### config.mk
export PLATFORM = sky130hd
export DESIGN_NAME = cfg_serial_port
export DESIGN_NICKNAME = d
export VERILOG_FILES = /design/src/rtl/cfg_sp_pkg.sv /design/src/rtl/cfg_sp_sync.sv /design/src/rtl/cfg_sp_shift.sv /design/src/rtl/cfg_sp_bank.sv /design/src/rtl/cfg_sp_readback.sv /design/src/rtl/cfg_serial_port.sv
export SDC_FILE = /design/constraint.sdc
export NUM_CORES = 1
export LEC_CHECK = 0
export CELL_PAD_IN_SITES_DETAIL_PLACEMENT = 0
export CELL_PAD_IN_SITES_GLOBAL_PLACEMENT = 1
export CORE_UTILIZATION = 35
export CTS_BUF_LIST = sky130_fd_sc_hd__clkbuf_8
export DETAILED_ROUTE_END_ITERATION = 12
export PLACE_DENSITY_LB_ADDON = 0.1
export SLEW_MARGIN = 20
export SYNTH_ARGS = -nofsm -noshare
export SYNTH_HDL_FRONTEND = slang
export SYNTH_HIERARCHICAL = 1
export SYNTH_SLANG_ARGS = --single-unit
### constraint.sdc
create_clock -name clk_i -period 3.3 [get_ports clk_i]
set_input_delay 0.66 -clock clk_i [delete_from_list [all_inputs] [get_ports clk_i]]
set_output_delay 0.66 -clock clk_i [all_outputs]
set_load 0.01 [all_outputs]
### src/rtl/cfg_sp_pkg.sv
package cfg_sp_pkg;
  localparam int WORD_W  = 32;
  localparam int CTRL_W  = 4;
  localparam int NUM_LAT = 14;
  localparam int RB_W    = 16;
  localparam int RB_LSB  = 4;
  localparam int RB_ADDR = 7;
  localparam int SEL_LSB = 4;

  function automatic logic [WORD_W-1:0] dflt_word(input int k);
    logic [WORD_W-1:0] w;
    w = '0;
    w[CTRL_W-1:0]    = CTRL_W'(k);
    w[RB_LSB +: RB_W] = RB_W'(16'h5A00 + k * 257);
    return w;
  endfunction
endpackage

### src/rtl/cfg_sp_sync.sv
module cfg_sp_sync #(
  parameter int W = 3
) (
  input  logic         clk_i,
  input  logic         rst_ni,
  input  logic [W-1:0] d_i,
  output logic [W-1:0] q_o
);
  logic [W-1:0] s1_q, s2_q;

  always_ff @(posedge clk_i or negedge rst_ni) begin
    if (!rst_ni) begin
      s1_q <= '0;
      s2_q <= '0;
    end else begin
      s1_q <= d_i;
      s2_q <= s1_q;
    end
  end

  assign q_o = s2_q;
endmodule

### src/rtl/cfg_sp_shift.sv
module cfg_sp_shift #(
  parameter int W = 32
) (
  input  logic         clk_i,
  input  logic         rst_ni,
  input  logic         shift_i,
  input  logic         din_i,
  output logic [W-1:0] word_o
);
  logic [W-1:0] word_q;

  always_ff @(posedge clk_i or negedge rst_ni) begin
    if (!rst_ni)      word_q <= '0;
    else if (shift_i) word_q <= {word_q[W-2:0], din_i};
  end

  assign word_o = word_q;

  AST_SHIFT_IN_LSB: assert property (@(posedge clk_i) disable iff (!rst_ni)
    shift_i |=> (word_q[0] == $past(din_i)) && (word_q[W-1:1] == $past(word_q[W-2:0])));
endmodule

### src/rtl/cfg_sp_bank.sv
module cfg_sp_bank
  import cfg_sp_pkg::*;
#(
  parameter int W     = WORD_W,
  parameter int N     = NUM_LAT,
  parameter int CW    = CTRL_W,
  parameter int RW    = RB_W,
  parameter int RLSB  = RB_LSB
) (
  input  logic           clk_i,
  input  logic           rst_ni,
  input  logic           wr_i,
  input  logic [CW-1:0]  addr_i,
  input  logic [W-1:0]   word_i,
  input  logic [CW-1:0]  rd_sel_i,
  output logic [RW-1:0]  rd_val_o,
  output logic [N*W-1:0] cfg_o
);
  logic [W-1:0] lat_q [N];

  for (genvar k = 0; k < N; k++) begin : g_lat
    always_ff @(posedge clk_i or negedge rst_ni) begin
      if (!rst_ni)                            lat_q[k] <= dflt_word(k);
      else if (wr_i && addr_i == CW'(k))      lat_q[k] <= word_i;
    end
    assign cfg_o[k*W +: W] = lat_q[k];

    AST_LATCH_LOAD: assert property (@(posedge clk_i) disable iff (!rst_ni)
      (wr_i && addr_i == CW'(k)) |=> lat_q[k] == $past(word_i));
    AST_LATCH_KEEP: assert property (@(posedge clk_i) disable iff (!rst_ni)
      !(wr_i && addr_i == CW'(k)) |=> $stable(lat_q[k]));
  end

  always_comb begin
    rd_val_o = '0;
    for (int k = 0; k < N; k++)
      if (rd_sel_i == CW'(k)) rd_val_o = lat_q[k][RLSB +: RW];
  end

  AST_HIGH_CODE_IGNORED: assert property (@(posedge clk_i) disable iff (!rst_ni)
    (wr_i && int'(addr_i) >= N) |=> $stable(cfg_o));
endmodule

### src/rtl/cfg_sp_readback.sv
module cfg_sp_readback #(
  parameter int RW = 16
) (
  input  logic          clk_i,
  input  logic          rst_ni,
  input  logic          arm_i,
  input  logic          adv_i,
  input  logic [RW-1:0] val_i,
  output logic          sdo_o
);
  localparam int CNT_W = $clog2(RW + 1);

  logic [RW-1:0]    sh_q;
  logic [CNT_W-1:0] cnt_q;
  logic             act_q;

  always_ff @(posedge clk_i or negedge rst_ni) begin
    if (!rst_ni) begin
      sh_q  <= '0;
      cnt_q <= '0;
      act_q <= 1'b0;
    end else if (arm_i) begin
      sh_q  <= val_i;
      cnt_q <= CNT_W'(RW);
      act_q <= 1'b1;
    end else if (adv_i && act_q) begin
      sh_q  <= {sh_q[RW-2:0], 1'b0};
      cnt_q <= cnt_q - 1'b1;
      if (cnt_q == CNT_W'(1)) act_q <= 1'b0;
    end
  end

  assign sdo_o = act_q & sh_q[RW-1];

  AST_RB_FIRST_BIT: assert property (@(posedge clk_i) disable iff (!rst_ni)
    arm_i |=> sdo_o == $past(val_i[RW-1]));
  AST_RB_HOLD: assert property (@(posedge clk_i) disable iff (!rst_ni)
    (!arm_i && !adv_i) |=> $stable(sdo_o));
  AST_RB_CNT_RANGE: assert property (@(posedge clk_i) disable iff (!rst_ni)
    act_q |-> (cnt_q != '0) && (int'(cnt_q) <= RW));
  AST_RB_END_LOW: assert property (@(posedge clk_i) disable iff (!rst_ni)
    (!arm_i && adv_i && act_q && cnt_q == CNT_W'(1)) |=> !sdo_o);
endmodule

### src/rtl/cfg_serial_port.sv
module cfg_serial_port
  import cfg_sp_pkg::*;
#(
  parameter int W    = WORD_W,
  parameter int N    = NUM_LAT,
  parameter int CW   = CTRL_W,
  parameter int RW   = RB_W,
  parameter int RLSB = RB_LSB
) (
  input  logic           clk_i,
  input  logic           rst_ni,
  input  logic           ser_clk_i,
  input  logic           ser_dat_i,
  input  logic           ser_le_i,
  output logic           ser_rd_o,
  output logic [N*W-1:0] cfg_o
);
  localparam logic [CW-1:0] RB_CODE = CW'(RB_ADDR);

  logic [2:0]    sync_q;
  logic          clk_p_q, le_p_q;
  logic          clk_rise, le_rise;
  logic [W-1:0]  word;
  logic          arm_q;
  logic [CW-1:0] sel_q;
  logic [RW-1:0] rd_val;

  cfg_sp_sync #(.W(3)) u_sync (
    .clk_i  (clk_i),
    .rst_ni (rst_ni),
    .d_i    ({ser_le_i, ser_clk_i, ser_dat_i}),
    .q_o    (sync_q)
  );

  always_ff @(posedge clk_i or negedge rst_ni) begin
    if (!rst_ni) begin
      clk_p_q <= 1'b0;
      le_p_q  <= 1'b0;
    end else begin
      clk_p_q <= sync_q[1];
      le_p_q  <= sync_q[2];
    end
  end

  assign clk_rise = sync_q[1] & ~clk_p_q;
  assign le_rise  = sync_q[2] & ~le_p_q;

  cfg_sp_shift #(.W(W)) u_shift (
    .clk_i   (clk_i),
    .rst_ni  (rst_ni),
    .shift_i (clk_rise),
    .din_i   (sync_q[0]),
    .word_o  (word)
  );

  cfg_sp_bank #(.W(W), .N(N), .CW(CW), .RW(RW), .RLSB(RLSB)) u_bank (
    .clk_i    (clk_i),
    .rst_ni   (rst_ni),
    .wr_i     (le_rise),
    .addr_i   (word[CW-1:0]),
    .word_i   (word),
    .rd_sel_i (sel_q),
    .rd_val_o (rd_val),
    .cfg_o    (cfg_o)
  );

  // arm one cycle late so a readback of the setup latch sees the new word
  always_ff @(posedge clk_i or negedge rst_ni) begin
    if (!rst_ni) begin
      arm_q <= 1'b0;
      sel_q <= '0;
    end else begin
      arm_q <= le_rise && (word[CW-1:0] == RB_CODE);
      if (le_rise) sel_q <= word[SEL_LSB +: CW];
    end
  end

  cfg_sp_readback #(.RW(RW)) u_rb (
    .clk_i  (clk_i),
    .rst_ni (rst_ni),
    .arm_i  (arm_q),
    .adv_i  (clk_rise),
    .val_i  (rd_val),
    .sdo_o  (ser_rd_o)
  );

  AST_ARM_ON_CODE: assert property (@(posedge clk_i) disable iff (!rst_ni)
    (le_rise && word[CW-1:0] == RB_CODE) |=> arm_q);
  AST_IDLE_LOW_RESET: assert property (@(posedge clk_i) disable iff (!rst_ni)
    $rose(rst_ni) |-> !ser_rd_o);
endmodule

==> run metrics <==
register area about 13000 µm²; min cycle time layout roughly 2800 ps; worst min-delay path class flip-flop to flip-flop; Slew Limit Headroom between 30% and 40%; Async S/R FF share, synth 100%; P_leak 13.5 nW; Layout Skew 29.5 ps; RR Endpoint u_bank/cfg_o[260]; Compound-Gate Fraction of Synth Area 6.15%; Peak Freq about 350 MHz; CP arrival 2180 ps; Routed Antenna Nets 0; Die Span Y 253 µm; sequential share of the synthesized area about three fifths; largest fanout on the critical path 6; # fillers roughly 5600; clk_lat worst skew between 700 and 800 ps; io pins roughly 450; vias per cell 5.18; CTS H-tree lvls 3; wire per inst between 20 and 30 µm; worst hold margin 354 ps; dpl ws approximately 700 ps; GRT Overall Usage between 20 and 30%; Worst Tran Pin Value ~960 ps; unrepaired setup endpoints after global routing no; DRT iter0 DRCs around 1000; Port Buffers 453; largest family of logic cells by synthesized area multiplexers; CTS tree yes; area of the multi-input gates 8370 µm²; core area approximately 62000 µm²; slowest stage delay, CP about 600 ps; Core Rows just over 90; gr ovfl total 0; area share of the largest cell type after synthesis between 40% and 50%; Top delay family on crit path flip-flops; # DRC 0; placed cells between 2000 and 3000; Clock transition at path regs roughly 60 ps; YS warnings 6; Final Hold Vio Count 0; post-synthesis instance total around 1600; Synth Area in XOR/XNOR less than 1%; Yosys cell types between 60 and 70; Power Density around 740 nW/µm²; routed vias 15500; worst vdd ir about 0.35 mV; Setup Viol. Count Final 0; hold endpoint u_sync/q_o[1]; CTS Buf Count 94; Worst Setup Path Type flip-flop to primary output; Buf/Inv on CP 1; post-synthesis simple-gate area fraction under 10%; worst reg-to-reg setup slack 680 ps; gp weighted congestion around 0.86; slowest CP cell dfrtp_1; Routed Wire Length 81600 µm; first-pass GRT wire length roughly 120000 µm; Die W approximately 250 µm; Hold Startpoint u_sync/s1_q[1]; CTS sink cnt just over 500; FF-to-FF Start le_p_q; final std cells w/o fill a little under 3000; initial antenna violation count 2; EDFF count, synth 0; Syn Std Cell Area 22100 µm²; ratio of cells with drive above 1 in the final layout between 30% and 40%; CP Capture Type primary output; Area Growth Syn to Fin 34.9%; clock tree buffer depth 3; WHS Path Cells 0; outcome finished clean; Synthesized Nets around 1600; mux contribution to synthesized area 27.1%; fin worst setup slack about 460 ps; Final TNS setup 0 ps; fin crit share ~86%; Seq cells post-synth 515; Synth Area in Adders 0.113%; number of detailed-route iterations in the first pass 6; Synth area leaders dfrtp_1, mux2_2, dfstp_2; largest net degree at the start of global routing 76; largest area contributor in the synthesized netlist dfrtp_1; post-CTS setup buffers 0; # Max-Cap Violations 0; Starting Density between 30% and 40%; vias in the first global route 16300; Layout Nets 2073; main flop type after synthesis dfrtp_1; count of pins over their slew limit 0; worst r2r path cells 5; post-DP HPWL between 50000 and 60000 µm; Die ar. 64100 µm²; cell breakdown of the critical path and2_1 > clkdlybuf4s50_1; CTS Root Cell clkbuf_8; Mapped Avg Cell Area between 10 and 15 µm²; Setup crit start kind flip-flop; Worst Path Required between 2000 and 3000 ps
-- worst register-to-register path, delay by kind of cell (launching register included) --
kind	cells	cell delay [ps]
AND/OR/NAND/NOR	3	1360
buffers and inverters	1	390
multiplexers	1	370
flip-flops	1	390
-- routing by layer --
layer  global-route usage (%)  wire length (µm)
met5                        0                 0
met4                     7.20              1970
met3                     7.91              6170
met2                     42.2             39700
met1                     32.0             33800
-- cell usage after synthesis (9+ instances only) --
| cell | n |
|---|---|
| o22a_1 | 9 |
| mux2i_1 | 38 |
| nand3_1 | 10 |
| mux2_2 | 337 |
| dfstp_2 | 107 |
| nand2b_1 | 12 |
| o22ai_1 | 21 |
| nor2_1 | 56 |
| clkbuf_1 | 53 |
| mux2_1 | 109 |
| nand2_1 | 66 |
| o21ai_0 | 54 |
| buf_2 | 64 |
| dfrtp_1 | 408 |
| inv_1 | 13 |
| a221oi_1 | 13 |
| a21oi_1 | 55 |
| mux2_4 | 34 |
-- placed cells by master, fill, tap and decap left out, types with 19 or more instances in the layout --
cell / instances
inv_1: 39
nand2_1: 65
mux2_4: 34
mux2_2: 337
mux2i_1: 38
o21ai_0: 54
clkdlybuf4s50_1: 452
dfrtp_1: 404
o22ai_1: 21
buf_4: 44
clkbuf_8: 123
clkinv_2: 19
dfstp_2: 107
mux2_1: 109
a21oi_1: 55
nor2_1: 49
-- repair_timing --
item / CTS / global route
hold buffers: 1 / 0
gates resized for setup: 0 / 0
endpoints found under the hold margin: 15 / 0
-- final cells by class --
cell class	instances	area share, %
clock buffer	123	5.69
timing repair buffer	516	17.6
multi-input combinational	925	28.1
inverter	14	0.176
tap	837	3.52
sequential	515	43.8
clock inverter	54	1.13
antenna	1	0.00840
-- sequential cells by signal, summed over array words and instances, names as in the netlist --
| register | cells |
|---|---|
| u_rb/act_q | 1 |
| clk_p_q | 1 |
| sel_q | 4 |
| le_p_q | 1 |
| u_bank/cfg_o | 448 |
| arm_q | 1 |
| u_shift/word_o | 32 |
| u_rb/sh_q | 16 |
| u_sync/q_o | 3 |
| u_rb/cnt_q | 5 |
| u_sync/s1_q | 3 |
-- stage by stage --
stage / instance area, µm² / util [%] / power (mW)
detailed placement: 27700 / 44.7 / 15.8
global route: 29800 / 48.0 / 23.2
floorplan: 22100 / - / 12.1
global placement: 27700 / 44.7 / 15.8
CTS: 29800 / 48.0 / 22.4
finish: 29800 / 48.0 / 22.1
-- logic make-up (layout without fill, tap and decap cells) --
kind of cell / after synthesis / count (layout)
mux: 521 / 521
flops: 515 / 515
compound gates: 211 / 211
simple gates: 189 / 189
buf+inv: 147 / 707
fa+ha+maj: 2 / 2
xor+xnor: 2 / 2
other cells: 0 / 1
-- how the worst max path moves through the flow --
stage | slack (ps) | from | cells past startpoint | end
final | 460 | u_rb/act_q | 2 | ser_rd_o
after global routing | 400 | u_rb/act_q | 2 | ser_rd_o
after CTS | 420 | u_rb/act_q | 2 | ser_rd_o
after detailed placement | 680 | le_p_q | 5 | u_bank/cfg_o[267]
after global placement | 790 | le_p_q | 5 | u_bank/cfg_o[260]
after floorplan | 1440 | le_p_q | 7 | u_bank/cfg_o[102]
-- report_power, final --
group | internal (mW) | switching (mW) | leakage, nW
clock network | 3.54 | 2.86 | 1.16
registers | 7.56 | 1.45 | 6.67
logic | 3.34 | 3.39 | 5.64
total | 14.4 | 7.70 | 13.5
No activity file was read; power rests on OpenSTA's default activity.
